===== config.mk =====
export PLATFORM = sky130hd
export DESIGN_NAME = dram_rc_seq
export DESIGN_NICKNAME = d
export VERILOG_FILES = /design/src/rtl/dram_seq_pkg.sv /design/src/rtl/dram_step_timer.sv /design/src/rtl/dram_addr_mux.sv /design/src/rtl/dram_beat_data.sv /design/src/rtl/dram_seq_fsm.sv /design/src/rtl/dram_rc_seq.sv
export SDC_FILE = /design/constraint.sdc
export NUM_CORES = 1
export LEC_CHECK = 0
export ABC_AREA = 1
export ABC_CLOCK_PERIOD_IN_PS = 2600
export CAP_MARGIN = 20
export CELL_PAD_IN_SITES_DETAIL_PLACEMENT = 1
export CELL_PAD_IN_SITES_GLOBAL_PLACEMENT = 2
export CORE_UTILIZATION = 30
export CTS_CLUSTER_DIAMETER = 100
export DETAILED_ROUTE_END_ITERATION = 10
export PLACE_DENSITY_LB_ADDON = 0.1
export SLEW_MARGIN = 40
export SYNTH_ARGS = -nofsm -noshare
export SYNTH_HDL_FRONTEND = slang
export SYNTH_SLANG_ARGS = --single-unit

===== constraint.sdc =====
create_clock -name clk -period 2.6 [get_ports clk]
set_clock_uncertainty 0.15 [all_clocks]
set_input_delay 0.52 -clock clk [delete_from_list [all_inputs] [get_ports clk]]
set_output_delay 0.52 -clock clk [all_outputs]
set_load 0.01 [all_outputs]

===== src/rtl/dram_seq_pkg.sv =====
package dram_seq_pkg;

  typedef enum logic [2:0] {
    ST_IDLE = 3'd0,
    ST_RSET = 3'd1,
    ST_RACT = 3'd2,
    ST_CSET = 3'd3,
    ST_CACT = 3'd4,
    ST_WBCK = 3'd5,
    ST_PRE  = 3'd6
  } seq_state_e;

  typedef struct packed {
    logic ras_n;
    logic cas_n;
    logic we_n;
    logic oe;
    logic col_sel;
  } pin_ctl_t;

  // Pin levels for each sequencer step
  function automatic pin_ctl_t step_pins(seq_state_e st, logic wr);
    pin_ctl_t p;
    p = '{ras_n: 1'b1, cas_n: 1'b1, we_n: 1'b1, oe: 1'b0, col_sel: 1'b0};
    case (st)
      ST_RACT: p.ras_n = 1'b0;
      ST_CSET: begin
        p.ras_n   = 1'b0;
        p.we_n    = ~wr;
        p.oe      = wr;
        p.col_sel = 1'b1;
      end
      ST_CACT: begin
        p.ras_n   = 1'b0;
        p.cas_n   = 1'b0;
        p.we_n    = ~wr;
        p.oe      = wr;
        p.col_sel = 1'b1;
      end
      ST_WBCK: begin
        p.cas_n   = 1'b0;
        p.we_n    = 1'b0;
        p.oe      = 1'b1;
        p.col_sel = 1'b1;
      end
      default: ;
    endcase
    return p;
  endfunction

endpackage


===== src/rtl/dram_step_timer.sv =====
module dram_step_timer #(
  parameter int CW = 4
) (
  input  logic          clk,
  input  logic          rst_n,
  input  logic          load,
  input  logic [CW-1:0] load_val,
  output logic          expired
);

  logic [CW-1:0] cnt_q, cnt_d;
  logic          cnt_en;

  always_comb begin
    cnt_en = load || (cnt_q != '0);
    cnt_d  = load ? load_val : cnt_q - 1'b1;
  end

  always_ff @(posedge clk or negedge rst_n) begin
    if (!rst_n)      cnt_q <= '0;
    else if (cnt_en) cnt_q <= cnt_d;
  end

  assign expired = (cnt_q == '0);

endmodule


===== src/rtl/dram_addr_mux.sv =====
module dram_addr_mux #(
  parameter int ROW_W  = 6,
  parameter int COL_W  = 6,
  parameter int BEAT_W = 2,
  localparam int AW    = (ROW_W > COL_W) ? ROW_W : COL_W
) (
  input  logic [ROW_W-1:0]  row,
  input  logic [COL_W-1:0]  col_base,
  input  logic [BEAT_W-1:0] beat,
  input  logic              col_sel,
  output logic [AW-1:0]     addr
);

  logic [COL_W-1:0] col_eff;
  logic [AW-1:0]    row_pad;
  logic [AW-1:0]    col_pad;

  // column steps within the row and wraps at its end
  assign col_eff = col_base + COL_W'(beat);

  generate
    if (ROW_W < AW) begin : g_row_pad
      assign row_pad = {{(AW-ROW_W){1'b0}}, row};
    end else begin : g_row_full
      assign row_pad = row;
    end
    if (COL_W < AW) begin : g_col_pad
      assign col_pad = {{(AW-COL_W){1'b0}}, col_eff};
    end else begin : g_col_full
      assign col_pad = col_eff;
    end
  endgenerate

  assign addr = col_sel ? col_pad : row_pad;

endmodule


===== src/rtl/dram_beat_data.sv =====
module dram_beat_data #(
  parameter int DW        = 1,
  parameter int MAX_BEATS = 4,
  parameter int BEAT_W    = 2
) (
  input  logic [MAX_BEATS*DW-1:0] wdata_vec,
  input  logic [BEAT_W-1:0]       beat,
  output logic [DW-1:0]           word
);

  logic [DW-1:0] words [MAX_BEATS];

  generate
    for (genvar g = 0; g < MAX_BEATS; g++) begin : g_slice
      assign words[g] = wdata_vec[g*DW +: DW];
    end
  endgenerate

  assign word = words[beat];

endmodule


===== src/rtl/dram_seq_fsm.sv =====
module dram_seq_fsm
  import dram_seq_pkg::*;
#(
  parameter int BEAT_W = 2,
  parameter int CW     = 4,
  parameter int T_RCD  = 2,
  parameter int T_CAS  = 2,
  parameter int T_RP   = 2
) (
  input  logic              clk,
  input  logic              rst_n,
  input  logic              start,
  input  logic              wr,
  input  logic [BEAT_W-1:0] len,
  input  logic              expired,
  output seq_state_e        state_q,
  output seq_state_e        state_d,
  output logic [BEAT_W-1:0] beat_q,
  output logic [BEAT_W-1:0] beat_d,
  output logic              tmr_load,
  output logic [CW-1:0]     tmr_val
);

  logic beat_en;

  always_comb begin
    state_d  = state_q;
    beat_d   = beat_q;
    tmr_load = 1'b0;
    tmr_val  = '0;
    case (state_q)
      ST_IDLE: if (start) begin
        state_d = ST_RSET;
        beat_d  = '0;
      end
      ST_RSET: begin
        state_d  = ST_RACT;
        tmr_load = 1'b1;
        tmr_val  = CW'(T_RCD - 1);
      end
      ST_RACT: if (expired) state_d = ST_CSET;
      ST_CSET: begin
        state_d  = ST_CACT;
        tmr_load = 1'b1;
        tmr_val  = CW'(T_CAS - 1);
      end
      ST_CACT: if (expired) begin
        if (beat_q != len) begin
          state_d = ST_CSET;
          beat_d  = beat_q + 1'b1;
        end else if (wr) begin
          state_d = ST_WBCK;
        end else begin
          state_d  = ST_PRE;
          tmr_load = 1'b1;
          tmr_val  = CW'(T_RP - 1);
        end
      end
      ST_WBCK: begin
        state_d  = ST_PRE;
        tmr_load = 1'b1;
        tmr_val  = CW'(T_RP - 1);
      end
      ST_PRE: if (expired) state_d = ST_IDLE;
      default: state_d = ST_IDLE;
    endcase
  end

  assign beat_en = (beat_d != beat_q);

  always_ff @(posedge clk or negedge rst_n) begin
    if (!rst_n) state_q <= ST_IDLE;
    else        state_q <= state_d;
  end

  always_ff @(posedge clk or negedge rst_n) begin
    if (!rst_n)       beat_q <= '0;
    else if (beat_en) beat_q <= beat_d;
  end

endmodule


===== src/rtl/dram_rc_seq.sv =====
module dram_rc_seq
  import dram_seq_pkg::*;
#(
  parameter int ROW_W     = 6,
  parameter int COL_W     = 6,
  parameter int DW        = 1,
  parameter int MAX_BEATS = 4,
  parameter int T_RCD     = 2,
  parameter int T_CAS     = 2,
  parameter int T_RP      = 2,
  localparam int AW       = (ROW_W > COL_W) ? ROW_W : COL_W,
  localparam int BEAT_W   = (MAX_BEATS > 1) ? $clog2(MAX_BEATS) : 1,
  localparam int TMAX     = (T_RCD > T_CAS) ? ((T_RCD > T_RP) ? T_RCD : T_RP)
                                            : ((T_CAS > T_RP) ? T_CAS : T_RP),
  localparam int CW       = $clog2(TMAX + 1)
) (
  input  logic                    clk,
  input  logic                    rst_n,
  input  logic                    req_valid,
  input  logic                    req_write,
  input  logic [ROW_W+COL_W-1:0]  req_addr,
  input  logic [BEAT_W-1:0]       req_len,
  input  logic [MAX_BEATS*DW-1:0] req_wdata,
  input  logic                    ref_grant,
  output logic [DW-1:0]           rd_data,
  output logic                    rd_valid,
  output logic                    done,
  output logic [AW-1:0]           dram_addr,
  output logic                    dram_ras_n,
  output logic                    dram_cas_n,
  output logic                    dram_we_n,
  output logic [DW-1:0]           dram_dq_o,
  output logic                    dram_dq_oe,
  input  logic [DW-1:0]           dram_dq_i
);

  seq_state_e               state_q, state_d;
  logic [BEAT_W-1:0]        beat_q, beat_d;
  logic                     tmr_load, expired;
  logic [CW-1:0]            tmr_val;
  logic                     start, cap_en;

  logic [ROW_W-1:0]         row_q, row_d;
  logic [COL_W-1:0]         col_q, col_d;
  logic                     wr_q, wr_d;
  logic [BEAT_W-1:0]        len_q, len_d;
  logic [MAX_BEATS*DW-1:0]  wdat_q, wdat_d;

  pin_ctl_t                 pins_d;
  logic [AW-1:0]            addr_d;
  logic [DW-1:0]            beat_word;
  logic                     rd_cap, done_d;

  assign start  = req_valid && !ref_grant;
  assign cap_en = (state_q == ST_IDLE) && start;

  // request capture
  always_comb begin
    row_d  = cap_en ? req_addr[ROW_W+COL_W-1:COL_W] : row_q;
    col_d  = cap_en ? req_addr[COL_W-1:0]           : col_q;
    wr_d   = cap_en ? req_write                     : wr_q;
    len_d  = cap_en ? req_len                       : len_q;
    wdat_d = cap_en ? req_wdata                     : wdat_q;
  end

  always_ff @(posedge clk or negedge rst_n) begin
    if (!rst_n) begin
      row_q  <= '0;
      col_q  <= '0;
      wr_q   <= 1'b0;
      len_q  <= '0;
      wdat_q <= '0;
    end else if (cap_en) begin
      row_q  <= row_d;
      col_q  <= col_d;
      wr_q   <= wr_d;
      len_q  <= len_d;
      wdat_q <= wdat_d;
    end
  end

  dram_seq_fsm #(
    .BEAT_W (BEAT_W),
    .CW     (CW),
    .T_RCD  (T_RCD),
    .T_CAS  (T_CAS),
    .T_RP   (T_RP)
  ) u_fsm (
    .clk      (clk),
    .rst_n    (rst_n),
    .start    (start),
    .wr       (wr_q),
    .len      (len_q),
    .expired  (expired),
    .state_q  (state_q),
    .state_d  (state_d),
    .beat_q   (beat_q),
    .beat_d   (beat_d),
    .tmr_load (tmr_load),
    .tmr_val  (tmr_val)
  );

  dram_step_timer #(.CW(CW)) u_tmr (
    .clk      (clk),
    .rst_n    (rst_n),
    .load     (tmr_load),
    .load_val (tmr_val),
    .expired  (expired)
  );

  dram_addr_mux #(
    .ROW_W  (ROW_W),
    .COL_W  (COL_W),
    .BEAT_W (BEAT_W)
  ) u_amux (
    .row      (row_d),
    .col_base (col_d),
    .beat     (beat_d),
    .col_sel  (pins_d.col_sel),
    .addr     (addr_d)
  );

  dram_beat_data #(
    .DW        (DW),
    .MAX_BEATS (MAX_BEATS),
    .BEAT_W    (BEAT_W)
  ) u_bdat (
    .wdata_vec (wdat_d),
    .beat      (beat_d),
    .word      (beat_word)
  );

  // pin levels follow the next step and are registered
  assign pins_d = step_pins(state_d, wr_d);

  always_ff @(posedge clk or negedge rst_n) begin
    if (!rst_n) begin
      dram_ras_n <= 1'b1;
      dram_cas_n <= 1'b1;
      dram_we_n  <= 1'b1;
      dram_dq_oe <= 1'b0;
      dram_addr  <= '0;
      dram_dq_o  <= '0;
    end else begin
      dram_ras_n <= pins_d.ras_n;
      dram_cas_n <= pins_d.cas_n;
      dram_we_n  <= pins_d.we_n;
      dram_dq_oe <= pins_d.oe;
      dram_addr  <= addr_d;
      dram_dq_o  <= pins_d.oe ? beat_word : '0;
    end
  end

  // read beat capture in the last CAS cycle
  assign rd_cap = (state_q == ST_CACT) && expired && !wr_q;
  assign done_d = (state_d == ST_PRE) && (state_q != ST_PRE);

  always_ff @(posedge clk or negedge rst_n) begin
    if (!rst_n)      rd_data <= '0;
    else if (rd_cap) rd_data <= dram_dq_i;
  end

  always_ff @(posedge clk or negedge rst_n) begin
    if (!rst_n) begin
      rd_valid <= 1'b0;
      done     <= 1'b0;
    end else begin
      rd_valid <= rd_cap;
      done     <= done_d;
    end
  end

endmodule


# [Yosys cells after proc, flatten, opt, wreduce, memory -nomap -nowiden]
# Cells that the tools add are included.
[op_classes] add_sub_neg=3 n_lt_le_gt_ge=1 n_eq_ne=14 mux=32 n_bitwise=2 n_reduce_logical=15
[ops] op="3-bit case mux with 7 select lines" n=1
[ops] op="3-bit == test (second input constant)" n=6
[ops] op="6-bit 2-to-1 mux" n=3
[ops] op="3-bit 2-to-1 mux" n=5
[ops] op="2-bit 2-to-1 mux" n=7
[ops] op="3-bit by 2-bit == test with 1-bit output (second input constant)" n=4
[ops] op="1-bit 2-to-1 mux" n=10
[ops] op="2-bit case mux with 2 select lines" n=2
[ops] op="6-bit by 2-bit adder with 6-bit output" n=1
[ops] op="3-bit case mux with 2 select lines" n=1
[ops] op="3-bit OR reduction" n=2
[ops] op="1-bit logical AND" n=5
[ops] op="4-bit 2-to-1 mux" n=1
[ops] op="2-bit != test" n=2
[ops] op="2-bit OR reduction" n=2
[ops] op="3-bit by 1-bit == test with 1-bit output (second input constant)" n=1
[ops] op="3-bit >= comparator (second input constant)" n=1
[ops] op="3-bit zero test" n=1
[ops] op="3-bit != test (second input constant)" n=1
[ops] op="2-bit inverter with 3-bit output" n=1
[ops] op="2-bit by 1-bit adder with 2-bit output (second input constant)" n=1
[ops] op="1-bit binary-select mux with 2-bit select" n=1
[ops] op="1-bit zero test" n=2
[ops] op="2-bit zero test" n=1
[ops] op="5 further kinds" n=5
[totals] ff_bits=40 in_bits=24 out_inout_bits=14 word_cells=84

# [Logic depth before layout (Yosys ltp)]
[depth] word_depth=9 depth_mapped=17 depth_no_buf=16

# [Modules after synthesis]
# From an unflattened synthesis, not the netlist that was laid out.
[unflattened] hier_cells=274 hier_area_um2=2285.9
[modules_own_cells] mod="dram_rc_seq" n_inst=1 cells_per_inst=138 area_per_inst_um2=1506.4 seq_area_each_um2=829.5
[modules_own_cells] mod="dram_seq_fsm" n_inst=1 cells_per_inst=66 area_per_inst_um2=402.9 seq_area_each_um2=125.1
[modules_own_cells] mod="dram_addr_mux" n_inst=1 cells_per_inst=40 area_per_inst_um2=205.2 seq_area_each_um2=0.0
[modules_own_cells] mod="dram_step_timer" n_inst=1 cells_per_inst=17 area_per_inst_um2=120.1 seq_area_each_um2=50.0
[modules_own_cells] mod="dram_beat_data" n_inst=1 cells_per_inst=13 area_per_inst_um2=51.3 seq_area_each_um2=0.0

# [Worst setup path before layout]
# Ideal clock, no wire load.
[synth_timing] kind="input -> register" startpoint="input req_valid" endpoint="register dram_addr[2]" setup_ns=0.118 t_arrival_ns=2.134 required_ns=2.332 setup_slack_ns=0.198 cell_stages=12 path_buffers=2 path_cell_list="inv_1 -> nor2_1 -> nand3_4 -> buf_6 -> buf_6 -> nand2_1 -> nand2_1 -> ha_1 -> fa_1 -> xnor2_1 -> nand2_1 -> o21ai_2"
[synth_via] elab_cells_between_ends=15 classes_between="add/sub: 1; eq/ne: 3; mux: 8; reduce/logical: 3"
[synth_rtl] item="from (decl)" line="dram_rc_seq.sv:19" source="input logic req_valid,"
[synth_rtl] item="1-bit logical AND" line="dram_rc_seq.sv:54" source="assign start = req_valid && !ref_grant;"
[synth_rtl] item="1-bit logical AND" line="dram_rc_seq.sv:55" source="assign cap_en = (state_q == ST_IDLE) && start;"
[synth_rtl] item="6-bit 2-to-1 mux" line="dram_rc_seq.sv:60" source="col_d = cap_en ? req_addr[COL_W-1:0] : col_q;"
[synth_rtl] item="net col_d[0]" line="dram_rc_seq.sv:44" source="logic [COL_W-1:0] col_q, col_d;"
[synth_rtl] item="6-bit by 2-bit adder with 6-bit output" line="dram_addr_mux.sv:19" source="assign col_eff = col_base + COL_W'(beat);"
[synth_rtl] item="6-bit 2-to-1 mux" line="dram_addr_mux.sv:34" source="assign addr = col_sel ? col_pad : row_pad;"
[synth_rtl] item="net addr_d[2]" line="dram_rc_seq.sv:50" source="logic [AW-1:0] addr_d;"
[synth_rtl] item="to (signal assigned)" line="dram_rc_seq.sv:149" source="dram_addr <= addr_d;"
[synth_rtl] item="to (decl)" line="dram_rc_seq.sv:28" source="output logic [AW-1:0] dram_addr,"
# The timed path passes the listed nets, and every way through them passes these cells.
# A chain may end at the register's enable or synchronous reset.

# [Final worst setup path]
[layout_timing] startpoint="input req_valid" endpoint="register dram_addr[3]"
[layout_via] elab_cells_between_ends=15 classes_between="add/sub: 1; eq/ne: 3; mux: 8; reduce/logical: 3"
[layout_rtl] item="1-bit logical AND" line="dram_rc_seq.sv:54"
[layout_rtl] item="2-bit 2-to-1 mux" line="dram_seq_fsm.sv:32" source="ST_IDLE: if (start) begin"
[layout_rtl] item="2-bit case mux with 2 select lines" line="dram_seq_fsm.sv:31" source="case (state_q)"
[layout_rtl] item="net beat_d[1]" line="dram_rc_seq.sv:38" source="logic [BEAT_W-1:0] beat_q, beat_d;"
[layout_rtl] item="6-bit by 2-bit adder with 6-bit output" line="dram_addr_mux.sv:19"
[layout_rtl] item="6-bit 2-to-1 mux" line="dram_addr_mux.sv:34"
[layout_rtl] item="net addr_d[3]" line="dram_rc_seq.sv:50"
# The timed path passes the listed nets, and every way through them passes these cells.

==> qor.txt <==
status -> finished, final reports clean
Compound-Gate Fraction of Synth Area -> 0.0605
register area share after synthesis -> 0.486
Max Transition Viols Final -> 0
flops & latches, synth -> 40
worst vdd ir -> 505 uV
GR Util met2 -> 0.247
Max H-tree Level -> 2
multiplexer share of the synthesized area -> 0
normalized max-slew margin -> 0.622
# IOs -> 38
Fin Setup TNS -> 0 ns
worst hold path type -> input pin to asynchronous set/reset pin
synth unique cells -> 31
leakage power -> 1.40 nW
largest fanout on the critical path -> 7
cells after synthesis -> 247
syn nets -> 275
Rows -> 29
Die Y-Extent -> 85.0 um
GR peak layer -> met2
TritonCTS clock tree -> done
maximum buffer depth of the clock tree -> 2
final setup violation count -> 0
Final Wtd Congestion -> 0.772
Post-Synth XOR/XNOR Area -> 0.00847
Adder-Cell Fraction of Synth Area -> 0.0278
Yosys warning total -> 0
cell repeated most along the worst path -> nand2_1
drt pass-1 iters -> 4
cell taking the most area after synthesis -> dfrtp_1
TritonCTS Buffers -> 5
Crit Path Class -> input pin to flip-flop
cell chain of the critical path -> clkdlybuf4s50_1 -> inv_1 -> nor2_1 -> buf_4 -> nand3_4 -> nand2_1 -> nor2_4 -> ha_1 -> a21oi_1 -> nand3b_4 -> xor2_1 -> nand2_1 -> o21ai_2
Post-Synth Simple-Gate Area -> 0.318
PD cells -> 1200 mW/mm^2
Final Hold Viols -> 0
fin crit share -> 0.929
CP startpoint kind -> input pin
DR iter-0 viols -> 42
Fmax -> 414 MHz
total power -> 3.25 mW
Worst path slowest cell -> clkdlybuf4s50_1
diode count -> 0
largest family of logic cells by synthesized area -> simple AND/OR/NAND/NOR gates
root cell of the clock tree -> clkbuf_8
DRT antenna net count -> 0
clock insertion delay at the later pin of the skew report -> 0.30 ns
Die X -> 85.0 um
count of buffers from port buffering -> 37
largest net degree at the start of global routing -> 25
share of the synthesized area in the top cell type -> 0.448
synthesized area -> 0.00207 mm^2
Syn Area/Cell -> 8.37 um^2
met3 GRT Util -> 0.0379
max-cap violations -> 0
first-pass GRT wire length -> 8570 um
CTS Sinks -> 40
DRC Markers -> 0
vias per cell -> 4.43
Critical Path Sink Type -> flip-flop
largest cells by area after synthesis -> dfrtp_1 (45%), nand2_1 (15%), inv_1 (6.2%), dfstp_2 (3.8%), nand3_1 (3.1%)
Routed WL -> 4940 um
Data arrival, critical path -> 2.50 ns
share of cells above drive strength 1 -> 0.197
met1 Track Usage GR -> 0.205
CP max stage delay -> 0.46 ns
fin crit period -> 2.42 ns
GRT Overall Usage -> 0.155
vias in the first global route -> 1776
DIE AREA -> 0.00723 mm^2
gr ovfl total -> 0
Worst-path clk slew -> 0.09 ns
Avg WL per Cell -> 13.0 um
post-layout util -> 0.417
Final #Nets -> 331
Vias -> 1687
Worst R2R Setup Slack -> 0.23 ns
Core Area -> 0.00649 mm^2
initial antenna violation count -> 0
Initial Util -> 0.318
Layout area overhead -> 30.9%
RSZ-0062 raised after global routing -> false
CP required -> 2.69 ns
worst-margin pin slew -> 0.567 ns
Detailed Place HPWL -> 3870 um
[cell families after synthesis]
family,after synthesis
AOI/OAI and AO/OA,20
buffers and inverters,44
xor gates and xnor gates,2
adders and majority gates,4
DFF,40
and+or+nand+nor,137
[through the flow]
stage / hold WS, ns / instance area, um^2 / setup WS (ns) / cells
after global placement: 0.310 / 2600 / -0.137 / 373
after detailed placement: 0.313 / 2600 / -0.172 / 373
after global routing: 0.0889 / 2710 / 0.0150 / 381
final: 0.0539 / 2710 / 0.184 / 381
after CTS: 0.0747 / 2700 / 0.118 / 381
after floorplan: 0.0744 / 2070 / 0.198 / 247
[routing by layer]
| layer | vias up | wire (um) |
|---|---|---|
| met5 | - | 0 |
| met3 | 6 | 196 |
| met4 | 0 | 74 |
| li1 | 867 | - |
| met2 | 30 | 2220 |
| met1 | 784 | 2450 |
[state kept, by name (all words and copies together) (netlist names)]
register / count
dram_dq_oe: 1
col_q: 6
done: 1
u_fsm.beat_q: 2
wdat_q: 4
u_fsm.state_q: 3
wr_q: 1
u_tmr.cnt_q: 2
rd_data: 1
dram_we_n: 1
dram_ras_n: 1
dram_dq_o: 1
row_q: 6
len_q: 2
dram_cas_n: 1
rd_valid: 1
dram_addr: 6
[critical path: cells and delay by family]
kind	cells	cell delay, ns
adder cells (fa/ha/maj)	1	0.29
XOR/XNOR	1	0.17
AND/OR/NAND/NOR	6	0.65
buffers and inverters	3	0.64
AO/OA/AOI/OAI	2	0.22
[cells in the final DEF, fill, tap and decap left out, drive strengths merged]
master         count
clkdlybuf4s50     36
dfstp              3
ha                 3
nand3             18
nor2              16
buf               19
nand3b             2
xor2               1
fa                 1
dfrtp             37
and2               4
inv               38
a21oi              4
clkinvlp           2
nand2             93
nand4              4
o21bai             1
o21ai             15
clkbuf             6
xnor2              1
[synth_stat cells, drive strengths merged]
master	count
fa	1
nand2	93
inv	38
dfrtp	37
o21bai	1
ha	3
o21ai	15
buf	6
xor2	1
xnor2	1
nand3	18
and2	4
a21oi	4
nor2	16
nand3b	2
nand4	4
dfstp	3
[report_power, final]
part / total [mW] / leakage, nW / internal [mW] / switching [mW]
Combinational: 1.77 / 0.869 / 0.755 / 1.01
Clock: 0.446 / 0.0434 / 0.215 / 0.231
Sequential: 1.04 / 0.488 / 0.911 / 0.125
Total: 3.25 / 1.40 / 1.88 / 1.37
[timing repair]
item                       CTS  global route
hold endpoints to repair     0             0
gates resized for setup      0             2
setup buffers                0             0
hold buffers                 0             0
setup endpoints to repair    0             4
[final cells by class]
class,instances,area [um^2]
fillers,802,3790
flip-flops and latches,40,1000
multi-input cells,163,865
repair buffers,55,500
inverters,38,143
well taps,77,96.3
clock buffers,6,82.6
clock inverters,2,15.0
[final timing paths]
| check | from | cells after the start | endpoint |
|---|---|---|---|
| setup / recovery | req_valid | 13 | dram_addr[3] |
| hold / removal | rst_n | 1 | u_tmr.cnt_q[1] |
| setup reg to reg | u_tmr.cnt_q[0] | 14 | dram_addr[3] |
| hold reg to reg | wdat_q[3] | 2 | wdat_q[3] |
| max in group asynchronous | rst_n | 2 | dram_we_n |
| min in group clk | wdat_q[3] | 2 | wdat_q[3] |
No activity file was read; power rests on OpenSTA's default activity.
